### src/rtl/itgt_trainer.sv
module itgt_trainer #(
  parameter int NT = 5,
  parameter int TW = 41,
  parameter int CW = 2,
  parameter int KW = 8,
  parameter int LW = 8,
  parameter logic [LW-1:0] LTAPS = 8'hB8,
  localparam int TBW = $clog2(NT),
  localparam int CMAX = (1 << CW) - 1,
  localparam int KMAX = (1 << KW) - 1
) (
  input  logic           clk,
  input  logic           rst_n,
  input  logic           upd_valid,
  input  logic           upd_indirect,
  input  logic           upd_mispred,
  input  logic [TW-1:0]  act_tgt,
  input  logic [TW-1:0]  base_tgt,
  input  logic           prov_hit,
  input  logic [TBW-1:0] prov_tbl,
  input  logic [CW-1:0]  prov_ctr,
  input  logic           prov_u,
  input  logic [TW-1:0]  prov_tgt,
  input  logic           alt_hit,
  input  logic [TBW-1:0] alt_tbl,
  input  logic [CW-1:0]  alt_ctr,
  input  logic [TW-1:0]  alt_tgt,
  input  logic [NT-1:0]  free_mask,
  output logic           prov_we,
  output logic [TBW-1:0] prov_tbl_o,
  output logic [CW-1:0]  prov_ctr_o,
  output logic [TW-1:0]  prov_tgt_o,
  output logic           prov_u_o,
  output logic           alt_we,
  output logic [TBW-1:0] alt_tbl_o,
  output logic [CW-1:0]  alt_ctr_o,
  output logic [TW-1:0]  alt_tgt_o,
  output logic           alloc_we,
  output logic [TBW-1:0] alloc_tbl_o,
  output logic [TW-1:0]  alloc_tgt_o,
  output logic [CW-1:0]  alloc_ctr_o,
  output logic           alloc_u_o,
  output logic           u_clear,
  output logic [KW-1:0]  tick_o
);

  function automatic logic [CW-1:0] step(input logic [CW-1:0] c, input logic up);
    if (up) return (c == CW'(CMAX)) ? c : c + 1'b1;
    return (c == '0) ? c : c - 1'b1;
  endfunction

  logic act, p_weak, p_ok, a_ok, a_used, try_alloc, any_elig;
  logic [NT-1:0]  longer, elig;
  logic [LW-1:0]  lfsr, rmod;
  logic [TBW-1:0] sel;

  assign act       = upd_valid & upd_indirect;
  assign p_weak    = (prov_ctr == '0);
  assign p_ok      = (prov_tgt == act_tgt);
  assign a_ok      = alt_hit ? (alt_tgt == act_tgt) : (base_tgt == act_tgt);
  assign a_used    = prov_hit & p_weak;
  assign try_alloc = act & prov_hit & ~p_weak & upd_mispred;

  for (genvar g = 0; g < NT; g++) begin : g_longer
    assign longer[g] = (TBW'(g) > prov_tbl);
  end
  assign elig     = free_mask & longer;
  assign any_elig = |elig;
  assign rmod     = lfsr % LW'(NT);

  always_comb begin
    sel = '0;
    for (int i = NT - 1; i >= 0; i--)
      if (elig[i]) sel = TBW'(i);
    if (rmod < LW'(NT) && elig[rmod[TBW-1:0]]) sel = rmod[TBW-1:0];
  end

  assign alloc_ctr_o = '0;
  assign alloc_u_o   = 1'b0;

  always_ff @(posedge clk or negedge rst_n) begin
    if (!rst_n) begin
      lfsr        <= LW'(1);
      prov_we     <= 1'b0;
      prov_tbl_o  <= '0;
      prov_ctr_o  <= '0;
      prov_tgt_o  <= '0;
      prov_u_o    <= 1'b0;
      alt_we      <= 1'b0;
      alt_tbl_o   <= '0;
      alt_ctr_o   <= '0;
      alt_tgt_o   <= '0;
      alloc_we    <= 1'b0;
      alloc_tbl_o <= '0;
      alloc_tgt_o <= '0;
      u_clear     <= 1'b0;
      tick_o      <= '0;
    end else begin
      lfsr <= lfsr[0] ? ((lfsr >> 1) ^ LTAPS) : (lfsr >> 1);

      prov_we    <= act & prov_hit;
      prov_tbl_o <= prov_tbl;
      prov_ctr_o <= step(prov_ctr, p_ok);
      prov_tgt_o <= p_weak ? act_tgt : prov_tgt;
      prov_u_o   <= a_used ? a_ok : ((p_ok & ~a_ok) | prov_u);

      alt_we    <= act & a_used & alt_hit;
      alt_tbl_o <= alt_tbl;
      alt_ctr_o <= step(alt_ctr, alt_tgt == act_tgt);
      alt_tgt_o <= (alt_ctr == '0) ? act_tgt : alt_tgt;

      alloc_we    <= try_alloc & any_elig;
      alloc_tbl_o <= sel;
      alloc_tgt_o <= act_tgt;

      u_clear <= 1'b0;
      if (try_alloc) begin
        if (any_elig) begin
          if (tick_o != '0) tick_o <= tick_o - 1'b1;
        end else if (tick_o == KW'(KMAX - 1)) begin
          tick_o  <= '0;
          u_clear <= 1'b1;
        end else begin
          tick_o <= tick_o + 1'b1;
        end
      end
    end
  end


  idle_no_write_chk: assert property (@(posedge clk) disable iff (!rst_n)
    !(upd_valid && upd_indirect) |=> !prov_we && !alt_we && !alloc_we);

  alloc_longer_chk: assert property (@(posedge clk) disable iff (!rst_n)
    alloc_we |-> prov_we && (alloc_tbl_o > prov_tbl_o));

  alloc_alt_excl_chk: assert property (@(posedge clk) disable iff (!rst_n)
    alloc_we |-> !alt_we);

  alloc_ctr_drop_chk: assert property (@(posedge clk) disable iff (!rst_n)
    alloc_we |-> prov_ctr_o != CW'(CMAX));

  alt_weak_prov_chk: assert property (@(posedge clk) disable iff (!rst_n)
    alt_we |-> prov_we && prov_ctr_o <= CW'(1));

  clear_zero_chk: assert property (@(posedge clk) disable iff (!rst_n)
    u_clear |-> tick_o == '0);

  tick_top_chk: assert property (@(posedge clk) disable iff (!rst_n)
    tick_o != KW'(KMAX));

  clear_pulse_chk: assert property (@(posedge clk) disable iff (!rst_n)
    u_clear |=> !u_clear);

endmodule

### config.mk
export PLATFORM = sky130hd
export DESIGN_NAME = itgt_trainer
export DESIGN_NICKNAME = d
export VERILOG_FILES = /design/src/rtl/itgt_trainer.sv
export SDC_FILE = /design/constraint.sdc
export NUM_CORES = 1
export LEC_CHECK = 0
export BUFFER_PORTS_ARGS = -buffer_cell sky130_fd_sc_hd__buf_2
export CAP_MARGIN = 20
export CORE_MARGIN = 2
export CORE_UTILIZATION = 48
export CTS_CLUSTER_DIAMETER = 30
export DETAILED_ROUTE_END_ITERATION = 10
export GPL_TIMING_DRIVEN = 0
export MAX_ROUTING_LAYER = met4
export PLACE_DENSITY = 0.85
export SETUP_SLACK_MARGIN = 0.5
export SLEW_MARGIN = 0
export SYNTH_ARGS = -nofsm -noshare
export SYNTH_HDL_FRONTEND = slang
export SYNTH_SLANG_ARGS = --single-unit
### constraint.sdc
create_clock -name clk -period 5.8 [get_ports clk]
set_input_delay 0.58 -clock clk [delete_from_list [all_inputs] [get_ports clk]]
set_output_delay 0.58 -clock clk [all_outputs]
set_load 0.1 [all_outputs]
==> impl_metrics.csv <==
group,metric,value,unit
status,outcome,"finished, final reports clean",
synthesis,synth_edf_count,0,
pwr,power_density,349,nW/µm²
layout,syn_to_final_growth,33.8,%
layout,drive_gt1_share,46.2,%
pwr,vdd_drop_max,0.000240,V
global_routing,grt_max_degree,87,
floorplan,dieArea,17300,µm²
place,placed_area,9770,µm²
layout,final_util,65.6,%
worst_setup_path,path_cells,"buf_2 > a221o_1 > o31ai_4 > o21ai_2 > inv_1 > ha_1 > inv_1 > o211a_1 > o21ai_1 > mux2i_2 > inv_1 > ha_1 > nor2b_2 > o22ai_1 > a221o_2 > or2_0 > o311a_1 > or3_4 > mux2_4",
hold_path,hold_path.class,"input port to asynchronous set/reset pin",
worst_setup_path,critPathMaxStageDelay,0.49,ns
place,place_inst,1208,
layout,most-common-layout-cells,"337 x buf_2, 155 x dfrtp_1, 88 x xor2_1",
pwr,power.leakage,0.00493,µW
worst_setup_path,worstPathRequired,6.11,ns
floorplan,core,15900,µm²
worst_setup_path,endpoint,"alloc_tbl_o[1]",
detailed_routing,drt_iter0_drc,330,
clock_tree,cts-htree-levels,4,
timing,rsz0062_at_grt,"false",
detailed_routing,vias,6633,
timing,period_share,86.2,%
clock_tree,root_buffer,"clkbuf_16",
synthesis,synth_warnings,0,
worst_setup_path,cp_max_fo,10,
timing,slew-limit-headroom,34.2,%
synthesis,async_reset_ff_share,100,%
detailed_routing,post-route-drc-count,0,
worst_setup_path,arrival,5.31,ns
clock_tree,clkTransAtPathRegs,0.06,ns
worst_setup_path,start_kind,"flip-flop",
global_routing,grt_pass1_vias,6859,
worst_setup_path,crit_start,"lfsr[7]",
synthesis,synth_cells,655,
clock_tree,cts.sinks,157,
detailed_routing,vias_per_cell,5.34,
run,maxCapViolCount,0,
worst_setup_path,reg2reg_to,"alloc_tbl_o[1]",
detailed_routing,wl_per_cell,20.5,µm
global_routing,grt_util_all_layers,30.6,%
floorplan,start_util,49.0,%
pwr,finalPower,3630,µW
place,gp_congestion,0.917,
floorplan,die_h,131,µm
global_routing,grt_pass1_wl,38.6,mm
worst_setup_path,path_buf_inv,4,
detailed_routing,firstDrtPassIters,5,
worst_setup_path,end_kind,"flip-flop",
clock_tree,cts_tree,"done",
clock_tree,cts_max_path_buffers,2,
global_routing,grt.overflow.total,0,
layout,mostFrequentLayoutCell,"buf_2",
worst_setup_path,ff2ff_setup_slack,0.80,ns
worst_setup_path,cp.depth,19,
place,hpwl,19.9,mm
place,portBuffers,334,
layout,finalInstanceArea,10400,µm²
worst_setup_path,crit_top_cell,"inv_1",
worst_setup_path,critPathSlowestCell,"dfrtp_2",
floorplan,rows,46,
clock_tree,clk_latency,0.43,ns
timing,maxSlewViolCount,0,
layout,fin_nets,1207,
synthesis,ys_dominant_reg_cell,"dfrtp_1",
worst_setup_path,regToRegStartpoint,"lfsr[7]",
floorplan,die_x,131,µm
global_routing,antenna_found_initial,1,
synthesis,synthDistinctLibCells,67,
detailed_routing,finalWirelength,25.5,mm
synthesis,ys_ff_latch,157,
timing,tightest_slew,0.983,ns
synthesis,ys_seq_area_share,50.5,%
worst_setup_path,reg2regPathDepth,19,
clock_tree,cts_buffers,17,
worst_setup_path,critPathKind,"flip-flop to flip-flop",
timing,setup_viol,0,
timing,hold_viol,0,
timing,skew,0.00623,ns
detailed_routing,ant_nets,0,
timing,max_freq,0.200,GHz
timing,setup_tns,0,ns
timing,fin_crit,5.00,ns
floorplan,io_pins,339,
layout,n_fill_cell,1271,
synthesis,synth.avg_cell_area,11.9,µm²
worst_setup_path,cp_top_family,"compound AO/OA/AOI/OAI gates",
layout,instances_no_fill,1243,
synthesis,syn-cell-area,7790,µm²
[worst min-delay path by stage]
stage,end,slack (ns),cells past startpoint
global route,prov_tgt_o[21],0.22,1
global placement,lfsr[7],0.40,0
detailed placement,lfsr[7],0.40,0
CTS,alloc_tgt_o[12],0.19,1
floorplan,alloc_tbl_o[0],0.28,0
finish,prov_tgt_o[7],0.17,1
[through the flow]
stage,hold slack [ns],worst slack [ns]
final,0.173,0.798
after global placement,0.400,0.627
after CTS,0.186,0.584
after floorplan,0.284,1.13
after global routing,0.216,0.542
after detailed placement,0.403,0.521
[cells in the mapped netlist, types with 13 or more instances]
cell / number / share of area (%)
xor2_1: 88 / 9.9
xnor2_1: 44 / 4.9
a21oi_1: 17 / 1.1
mux2_2: 83 / 12
o21ai_0: 16 / 1.0
nor3_1: 13 / 0.84
nor4_1: 24 / 1.9
nand2_1: 15 / 0.72
nand4_1: 14 / 1.1
clkbuf_1: 16 / 0.77
nor2_1: 28 / 1.3
dfrtp_1: 156 / 50
[power by group]
group	leakage, µW	internal [µW]	switching (µW)	total (µW)
logic	0.00276	253	980	1230
registers	0.00187	1180	44.8	1230
clock network	0.000300	688	486	1170
total	0.00493	2120	1510	3630
[logic make-up after synthesis]
group                      Yosys count  share of synthesized area, %
xor gates and xnor gates           132                          14.8
muxes                               89                          12.8
buffers and inverters               38                          2.28
AOI/OAI and AO/OA                   82                          7.33
and+or+nand+nor                    144                          10.4
other                                1                        0.0481
DFF                                157                          50.5
adders and majority gates           12                          1.80
[per-layer routing]
layer,wire length (µm),vias up,share of wire (%),global-route usage [%]
met5,0,-,0,-
met2,13200,272,52,52.3
li1,-,3039,-,-
met3,1400,50,5.5,6.48
met1,10100,3272,40,35.5
met4,803,0,3.2,11.9
[sequential cells by signal, indices dropped and copies added (netlist names)]
signal and cells:
alloc_tbl_o 3, alloc_tgt_o 41, alloc_we 1, alt_ctr_o 2, alt_tbl_o 3, alt_tgt_o 41
alt_we 1, lfsr 8, prov_ctr_o 2, prov_tbl_o 3, prov_tgt_o 41, prov_u_o 1
prov_we 1, tick_o 8, u_clear 1
[layout make-up]
| type | instances | area [µm²] | area share, % |
|---|---|---|---|
| Tap cell | 216 | 270 | 2.59 |
| Inverter | 12 | 45.0 | 0.432 |
| Sequential cell | 157 | 3930 | 37.7 |
| Clock buffer | 18 | 429 | 4.12 |
| Multi-Input combinational cell | 462 | 3710 | 35.6 |
| Timing Repair Buffer | 336 | 1710 | 16.4 |
| Antenna cell | 2 | 5.00 | 0.0480 |
| Buffer | 26 | 133 | 1.27 |
| Clock inverter | 14 | 183 | 1.75 |
[repair_timing]
action,4_1_cts,5_1_grt
buffers inserted,0,1
endpoints found under the setup margin,1,2
gates resized for setup,1,5
hold buffers,0,0
pin swaps,0,1
endpoints found under the hold margin,0,0
No activity file was read; power rests on OpenSTA's default activity.
